`src/rtl/sio_cfg_pkg.sv`:
```
package sio_cfg_pkg;
    typedef enum logic [1:0] {
        LK_CLOSED = 2'd0,
        LK_HALF   = 2'd1,
        LK_OPEN   = 2'd2
    } lock_e;

    localparam logic [7:0] RG_DEVSEL   = 8'h07;
    localparam logic [7:0] RG_CHIP_HI  = 8'h20;
    localparam logic [7:0] RG_CHIP_LO  = 8'h21;
    localparam logic [7:0] RG_MAKER_HI = 8'h23;
    localparam logic [7:0] RG_MAKER_LO = 8'h24;
    localparam logic [7:0] RG_PORTSEL  = 8'h27;
    localparam logic [7:0] RG_BANK_LO  = 8'h30;
    localparam logic [7:0] RG_EN       = 8'h30;
    localparam logic [7:0] RG_BASE_HI  = 8'h60;
    localparam logic [7:0] RG_BASE_LO  = 8'h61;
    localparam logic [7:0] RG_IRQ      = 8'h70;

    typedef struct packed {
        logic [7:0] ptr;
        logic [7:0] devsel;
    } glob_s;

    typedef struct packed {
        logic        en;
        logic [15:0] base;
        logic [7:0]  irq;
    } bank_s;
endpackage

```
`src/rtl/sio_key_unlock.sv`:
```
module sio_key_unlock
    import sio_cfg_pkg::*;
#(
    parameter logic [7:0] KEY_ON  = 8'h87,
    parameter logic [7:0] KEY_OFF = 8'hAA
) (
    input  logic       clk,
    input  logic       rst_n,
    input  logic       ptr_wr,
    input  logic [7:0] wdata,
    output logic       unlocked
);
    lock_e st_d, st_q;

    always_comb begin
        st_d = st_q;
        if (ptr_wr) begin
            case (st_q)
                LK_CLOSED: st_d = (wdata == KEY_ON) ? LK_HALF : LK_CLOSED;
                LK_HALF:   st_d = (wdata == KEY_ON) ? LK_OPEN : LK_CLOSED;
                LK_OPEN:   st_d = (wdata == KEY_OFF) ? LK_CLOSED : LK_OPEN;
                default:   st_d = LK_CLOSED;
            endcase
        end
    end

    always_ff @(posedge clk) begin
        if (!rst_n) st_q <= LK_CLOSED;
        else        st_q <= st_d;
    end

    assign unlocked = (st_q == LK_OPEN);

    // opening needs a key write in the cycle before it
    a_r2_open_after_key: assert property (@(posedge clk) disable iff (!rst_n)
        $rose(unlocked) |-> $past(ptr_wr && wdata == KEY_ON));

    // lock key closes access
    a_r4_lock_key: assert property (@(posedge clk) disable iff (!rst_n)
        (unlocked && ptr_wr && wdata == KEY_OFF) |=> !unlocked);

    // a stray byte while half-way never opens access next cycle
    a_r3_stray_restart: assert property (@(posedge clk) disable iff (!rst_n)
        (!unlocked && ptr_wr && wdata != KEY_ON) |=> !unlocked);
endmodule

```
`src/rtl/sio_dev_bank.sv`:
```
module sio_dev_bank
    import sio_cfg_pkg::*;
(
    input  logic        clk,
    input  logic        rst_n,
    input  logic        wr_en,
    input  logic [7:0]  reg_sel,
    input  logic [7:0]  wdata,
    output logic        dev_en,
    output logic [15:0] dev_base,
    output logic [7:0]  dev_irq,
    output logic [7:0]  rd_data
);
    bank_s bk_d, bk_q;

    always_comb begin
        bk_d = bk_q;
        if (wr_en) begin
            case (reg_sel)
                RG_EN:      bk_d.en         = wdata[0];
                RG_BASE_HI: bk_d.base[15:8] = wdata;
                RG_BASE_LO: bk_d.base[7:0]  = wdata;
                RG_IRQ:     bk_d.irq        = wdata;
                default:    ;
            endcase
        end
    end

    always_comb begin
        case (reg_sel)
            RG_EN:      rd_data = {7'd0, bk_q.en};
            RG_BASE_HI: rd_data = bk_q.base[15:8];
            RG_BASE_LO: rd_data = bk_q.base[7:0];
            RG_IRQ:     rd_data = bk_q.irq;
            default:    rd_data = 8'hFF;
        endcase
    end

    always_ff @(posedge clk) begin
        if (!rst_n) bk_q <= '0;
        else        bk_q <= bk_d;
    end

    assign dev_en   = bk_q.en;
    assign dev_base = bk_q.base;
    assign dev_irq  = bk_q.irq;

    // a base low write reaches the output on the next edge
    a_r9_base_lo: assert property (@(posedge clk) disable iff (!rst_n)
        (wr_en && reg_sel == RG_BASE_LO) |=> dev_base[7:0] == $past(wdata));

    // without a write strobe the bank holds
    a_r5_hold: assert property (@(posedge clk) disable iff (!rst_n)
        !wr_en |=> ($stable(dev_base) && $stable(dev_irq) && $stable(dev_en)));
endmodule

```
`src/rtl/sio_cfg_port.sv`:
```
module sio_cfg_port
    import sio_cfg_pkg::*;
#(
    parameter logic [15:0] PTR_ADDR  = 16'h004E,
    parameter logic [7:0]  KEY_ON    = 8'h87,
    parameter logic [7:0]  KEY_OFF   = 8'hAA,
    parameter logic [15:0] CHIP_ID   = 16'h0A51,
    parameter logic [15:0] MAKER_ID  = 16'h3C19,
    parameter logic [7:0]  RCV_DEVNO = 8'h05
) (
    input  logic        clk,
    input  logic        rst_n,
    input  logic [15:0] io_addr,
    input  logic        io_wr,
    input  logic        io_rd,
    input  logic [7:0]  io_wdata,
    output logic [7:0]  io_rdata,
    output logic        dev_en,
    output logic [15:0] dev_base,
    output logic [7:0]  dev_irq
);
    localparam logic [15:0] VAL_ADDR = PTR_ADDR + 16'd1;

    logic       at_ptr, at_val, ptr_wr, val_wr, unlocked, in_bank, bank_sel, bank_wr;
    logic [7:0] bank_rd;
    glob_s      g_d, g_q;

    assign at_ptr   = (io_addr == PTR_ADDR);
    assign at_val   = (io_addr == VAL_ADDR);
    assign ptr_wr   = io_wr && at_ptr;
    assign val_wr   = io_wr && at_val && unlocked;
    assign in_bank  = (g_q.ptr >= RG_BANK_LO);
    assign bank_sel = in_bank && (g_q.devsel == RCV_DEVNO);
    assign bank_wr  = val_wr && bank_sel;

    sio_key_unlock #(.KEY_ON(KEY_ON), .KEY_OFF(KEY_OFF)) u_key (
        .clk      (clk),
        .rst_n    (rst_n),
        .ptr_wr   (ptr_wr),
        .wdata    (io_wdata),
        .unlocked (unlocked)
    );

    sio_dev_bank u_bank (
        .clk      (clk),
        .rst_n    (rst_n),
        .wr_en    (bank_wr),
        .reg_sel  (g_q.ptr),
        .wdata    (io_wdata),
        .dev_en   (dev_en),
        .dev_base (dev_base),
        .dev_irq  (dev_irq),
        .rd_data  (bank_rd)
    );

    always_comb begin
        g_d = g_q;
        if (ptr_wr && unlocked && io_wdata != KEY_OFF) g_d.ptr = io_wdata;
        if (val_wr && g_q.ptr == RG_DEVSEL)           g_d.devsel = io_wdata;
    end

    always_ff @(posedge clk) begin
        if (!rst_n) g_q <= '0;
        else        g_q <= g_d;
    end

    always_comb begin
        io_rdata = 8'hFF;
        if (unlocked && at_ptr) begin
            io_rdata = g_q.ptr;
        end else if (unlocked && at_val) begin
            if (in_bank) begin
                io_rdata = bank_sel ? bank_rd : 8'hFF;
            end else begin
                case (g_q.ptr)
                    RG_DEVSEL:   io_rdata = g_q.devsel;
                    RG_CHIP_HI:  io_rdata = CHIP_ID[15:8];
                    RG_CHIP_LO:  io_rdata = CHIP_ID[7:0];
                    RG_MAKER_HI: io_rdata = MAKER_ID[15:8];
                    RG_MAKER_LO: io_rdata = MAKER_ID[7:0];
                    RG_PORTSEL:  io_rdata = PTR_ADDR[7:0];
                    default:     io_rdata = 8'hFF;
                endcase
            end
        end
    end

    // closed access reads back as all ones at both ports
    a_r5_closed_ff: assert property (@(posedge clk) disable iff (!rst_n)
        (io_rd && !unlocked && (at_ptr || at_val)) |-> io_rdata == 8'hFF);

    // foreign addresses read as all ones
    a_r10_foreign_ff: assert property (@(posedge clk) disable iff (!rst_n)
        (io_rd && !at_ptr && !at_val) |-> io_rdata == 8'hFF);

    // with another device selected the receiver outputs hold
    a_r8_other_dev_hold: assert property (@(posedge clk) disable iff (!rst_n)
        (g_q.devsel != RCV_DEVNO) |=> ($stable(dev_base) && $stable(dev_irq) && $stable(dev_en)));

    // lock key never lands in the pointer
    a_r4_ptr_not_key: assert property (@(posedge clk) disable iff (!rst_n)
        (ptr_wr && io_wdata == KEY_OFF) |=> $stable(g_q.ptr));
endmodule

```
`config.mk`:
```
export PLATFORM = sky130hd
export DESIGN_NAME = sio_cfg_port
export DESIGN_NICKNAME = d
export VERILOG_FILES = /design/src/rtl/sio_cfg_pkg.sv /design/src/rtl/sio_key_unlock.sv /design/src/rtl/sio_dev_bank.sv /design/src/rtl/sio_cfg_port.sv
export SDC_FILE = /design/constraint.sdc
export NUM_CORES = 1
export LEC_CHECK = 0
export BUFFER_PORTS_ARGS = -buffer_cell sky130_fd_sc_hd__buf_2
export CELL_PAD_IN_SITES_DETAIL_PLACEMENT = 0
export CELL_PAD_IN_SITES_GLOBAL_PLACEMENT = 1
export CORE_MARGIN = 10
export CORE_UTILIZATION = 35
export DETAILED_ROUTE_END_ITERATION = 6
export PLACE_DENSITY_LB_ADDON = 0.1
export SYNTH_ARGS = -nofsm -noshare
export SYNTH_HDL_FRONTEND = slang
export SYNTH_SLANG_ARGS = --single-unit
```
`constraint.sdc`:
```
create_clock -name clk -period 3.17 [get_ports clk]
set_clock_uncertainty 0.1 [all_clocks]
set_input_delay 0.7925 -clock clk [delete_from_list [all_inputs] [get_ports clk]]
set_output_delay 0.7925 -clock clk [all_outputs]
set_load 0.03 [all_outputs]
```
# [Yosys cells after proc, flatten, opt, wreduce, memory -nomap -nowiden]
# Index checks and enable logic that the tools add are counted.
# Widths: inputs -> output; s select.
[totals] register_bits=43 inputBits=28 output_inout_bits=33 word_cells=51
[classes] magnitude_cmp=1 eq_ne=18 mux=10 n_reduce_logical=15
[ops] cell="$eq 8x6->1 const B" n=6
[ops] cell="$pmux 8 s6" n=1
[ops] cell="$eq 16x7->1 const B" n=2
[ops] cell="$mux 8" n=4
[ops] cell="$pmux 8 s4" n=1
[ops] cell="$eq 8x7->1 const B" n=3
[ops] cell="$eq 8x3->1 const B" n=2
[ops] cell="$eq 8x8->1 const B" n=2
[ops] cell="$logic_and 1x1->1" n=10
[ops] cell="$ge 8x6->1 const B" n=1
[ops] cell="$ne 8x8->1 const B" n=1
[ops] cell="$reduce_and 2->1" n=4
[ops] cell="$pmux 2 s3" n=1
[ops] cell="$mux 2" n=2
[ops] cell="$eq 2x1->1 const B" n=1
[ops] cell="$eq 2x2->1 const B" n=1
[ops] cell="$logic_not 2->1" n=1
[ops] cell="$mux 1" n=1

# [Logic depth before layout (Yosys ltp)]
[logic_depth] word_depth=6 depth_mapped=7 depth_no_buf=5

# [Cells and area by module]
# Synthesis repeated with hierarchy kept, for this count alone.
[unflattened] cells_unflattened=304 area_unflattened_um2=2552.4
[modules_own_cells] module="sio_dev_bank" instances=1 cells_per_inst=133 area_each_um2=1229.9 seq_area_each_um2=500.5
[modules_own_cells] module="sio_cfg_port" instances=1 cells_per_inst=157 area_each_um2=1179.9 seq_area_each_um2=320.3
[modules_own_cells] module="sio_key_unlock" instances=1 cells_per_inst=14 area_each_um2=142.6 seq_area_each_um2=40.0

# [Worst setup path before layout]
# No wires, ideal clock.
[synth_timing] kind="register to output" startpoint="register g_q[14] in the netlist's numbering" endpoint="output port io_rdata[1]" arrival_ps=2092 required_ps=2277 path_slack_ps=186 stages_incl_launch_ff=8 path_buffers=2 cell_sequence="dfxtp_1 > buf_2 > nor3b_2 > and3_1 > clkbuf_1 > a22o_1 > a2111oi_0 > o31ai_1"
[synth_between] elab_chain_len=6 word_cells_on_any_way=18 classes_between="1 x order compare; 10 x eq/ne; 6 x mux; 1 x reduce/logical"
[synth_rtl] element="start, declared" line="sio_cfg_port.sv:26" text="glob_s g_d, g_q;"
[synth_rtl] element="start signal, assigned" line="sio_cfg_port.sv:64" text="else g_q <= g_d;"
[synth_rtl] element="$ge 8x6->1, or another cell as far along" line="sio_cfg_port.sv:32" text="assign in_bank = (g_q.ptr >= RG_BANK_LO);"
[synth_rtl] element="$logic_and 1x1->1 or $pmux 8 s4 (tied branches)" line="sio_cfg_port.sv:33, sio_dev_bank.sv:30"
[synth_rtl] element="$mux 8" line="sio_cfg_port.sv:73" text="io_rdata = bank_sel ? bank_rd : 8'hFF;"
[synth_rtl] element="$mux 8 *" line="sio_cfg_port.sv:72" text="if (in_bank) begin"
[synth_rtl] element="$mux 8 *" line="sio_cfg_port.sv:71" text="end else if (unlocked && at_val) begin"
[synth_rtl] element="$mux 8 *" line="sio_cfg_port.sv:69" text="if (unlocked && at_ptr) begin"
[synth_rtl] element="end, declared" line="sio_cfg_port.sv:17" text="output logic [7:0] io_rdata,"
# Every way passes the cells marked *; elsewhere a longest branch is shown, timed or not.

# [Final worst setup path]
[layout_timing] startpoint="register g_q[11] in the netlist's numbering" endpoint="output port io_rdata[2]"
# The elaborated chain is that of the path after synthesis.

==> results.md <==
- Status: finished clean
- Most numerous cell in the Yosys netlist: mux2i_1
- Sequential power share: 55.4%
- Area Growth Syn to Fin: 35.0%
- Minimum hold slack: 375 ps
- HP Class: register to register
- Top cells by area, synth: dfxtp_1 (34%), mux2i_1 (17%), nand2_1 (6.3%), nor2b_1 (4.5%), nor4_4 (2.5%)
- Sw frac: 25.9%
- Drt initial violations: 127
- Yosys warning count: 0
- DR WL/cell: 18.9 um
- Final #Nets: 390
- Total number of vias: 2451
- Die width: 105 um
- Syn Nets: 307
- Combinational power share: 6.6%
- Starting Density: 36.5%
- Skew-Pair Late Insertion Delay: 300 ps
- Crit path kind: register to primary output
- Power per standard cell area: 286 nW/um2
- Endpoints failing setup: 0
- CP Max Fanout: 8
- Yosys cell types: 50
- Remaining DRCs: 0
- Avg Inst Size Synth: 9.03 um2
- Final core occ: 49.2%
- Total core area: 6910 um2
- CTS Buf Count: 5
- Met1 Use GR: 20.5%
- Clk slew on worst S/H paths: 90 ps
- Share of cells above drive strength 1: 39.9%
- Gpl congestion: 0.795
- Vias in the first global route: 2408
- Longest Clk Path Bufs: 2
- Synth async-reset ratio: 0%
- # IOs: 61
- Initial antenna violation count: 0
- Worst Path Required: 2280 ps
- Clk root buf: clkbuf_8
- Post-Route WL: 8.67 mm
- Synth Flop Type: dfxtp_1
- GRT busiest layer: met2
- Clock power frac: 38.1%
- Max Clk Rate: 319 MHz
- Final Cycle Share: 98.9%
- Global-route wire length before repair: 13.4 mm
- DP HPWL: 6.68 mm
- GRT Resource Usage Total: 15.1%
- Fraction of post-synthesis cell area in the top cell type by area: 34.2%
- Sw power: 0.000252 W
- Post-synthesis instance total: 279
- GRT overflow: 0
- Worst slew margin: 62.1%
- Post-synth EDFFs: 0
- CTS tree: built
- FP Rows: 30
- Final Hold Viols: 0
- Global routing usage on met2: 23.5%
- Antenna-violating nets left: 0
- Routed vias/inst: 5.34
- DRT Pass-1 Iters: 4
- Synthesized area: 2520 um2
- MaxCap Viol Count: 0
- Most frequent cells after synthesis: mux2i_1 (44), dfxtp_1 (43), nand2_1 (42), nor2b_1 (18), nor2_1 (12)
- Die ar.: 11000 um2
- Placed cells: 445
- RSZ-0062 raised after global routing: true
- Synth area leader: dfxtp_1
- Worst path arrival time: 2240 ps
- I/O Buffers: 59
- P_leak: 1.27 nW
- Die Y-Extent: 105 um
- Clock sinks: 43
- Flops & latches, synth: 43
- Met3 Track Usage GR: 4.12%
- N_diodes: 0
- Critical path capture point type: primary output
- Post-route insts no fill: 459
- Pint: 0.000721 W
- Sequential share of the synthesized area: 34.2%
- Worst slew pin tran: 568 ps
- Largest net degree at the start of global routing: 37
- Max Transition Viols Final: 0
- H-tree Lvls: 2
- Peak supply drop: 0.217 mV
- Fin crit period: 3130 ps
- Setup crit start kind: register
[area by class of cell]
class                   count  area [um2]
clock buffers               5        68.8
clock inverters             3        23.8
fillers                   704        3510
inverters                   6        22.5
multi-input cells         212        1720
flip-flops and latches     43         871
well taps                  96         120
repair buffers             94         576
[layer usage]
| layer | share of wire [%] | vias up |
|---|---|---|
| met5 | 0 | - |
| li1 | - | 1193 |
| met3 | 7.1 | 10 |
| met4 | 0.80 | 0 |
| met2 | 45 | 89 |
| met1 | 47 | 1159 |
[repair_timing]
action / in CTS / in global routing
gates resized for setup: 16 / 33
hold buffers: 0 / 0
pin swaps: 2 / 4
setup endpoints to repair: 8 / 8
buffers inserted: 2 / 4
[cell usage in the layout (no fill, tap or decap), types with 3 or more instances in the layout]
cell	count
a2111oi_2	5
a21oi_1	6
a22o_1	5
buf_2	55
buf_4	37
clkbuf_8	5
dfxtp_1	37
dfxtp_2	5
inv_1	6
mux2i_1	44
nand2_1	40
nand2_2	3
nand2b_1	3
nand3_1	5
nand3_2	3
nand4b_1	4
nor2_1	11
nor2b_1	18
nor3_1	8
nor4_2	3
nor4_4	3
nor4b_4	4
o21ai_0	3
o22ai_1	3
o31ai_1	3
[worst max-delay path: stages, from the launching register on]
cell,delay (ps)
dfxtp_4,370
nor4b_4,370
nand2_2,120
a211o_4,410
a211oi_1,330
o221ai_1,150
buf_2,200
[through the flow]
step / area (um2) / power [W] / setup WS, ps / TNS [ps]
6_report: 3400 / 0.000973 / 36.2 / 0
2_1_floorplan: 2520 / 0.000579 / 186 / 0
3_5_place_dp: 3070 / 0.000616 / -66.2 / -84.1
3_3_place_gp: 3070 / 0.000615 / -144 / -178
5_1_grt: 3400 / 0.00101 / -70.7 / -282
4_1_cts: 3240 / 0.000985 / -19.4 / -61.8
[kinds of logic after synthesis]
group	synth area share [%]
flip-flops	34.2
buffers and inverters	3.97
XOR/XNOR	0.348
AO/OA/AOI/OAI	11.9
multiplexers	18.4
AND/OR/NAND/NOR	31.2
[registers in the layout (all words and copies together) (netlist names)]
name	count
u_bank.dev_irq	8
g_q	16
u_bank.dev_en	1
u_key.st_q	2
u_bank.dev_base	16
[final timing paths]
check	startpoint	to	slack (ps)	cells after the start
max	g_q[11]$_SDFFE_PN0P_	io_rdata[2]	40	6
min	u_bank.dev_irq[3]$_SDFFE_PN0P_	u_bank.dev_irq[3]$_SDFFE_PN0P_	370	2
max reg2reg	u_key.st_q[0]$_SDFFE_PN0N_	u_bank.dev_irq[5]$_SDFFE_PN0P_	1010	6
min reg2reg	u_bank.dev_irq[3]$_SDFFE_PN0P_	u_bank.dev_irq[3]$_SDFFE_PN0P_	370	2
[power groups by stage]
stage / sequential [W] / clock (W) / combinational [W]
after CTS: 0.000540 / 0.000381 / 0.0000638
after global routing: 0.000539 / 0.000406 / 0.0000694
final: 0.000539 / 0.000370 / 0.0000638
after floorplan: 0.000552 / 0 / 0.0000268
after detailed placement: 0.000552 / 0 / 0.0000632
after global placement: 0.000552 / 0 / 0.0000627
Power figures use the tool's default switching activity.
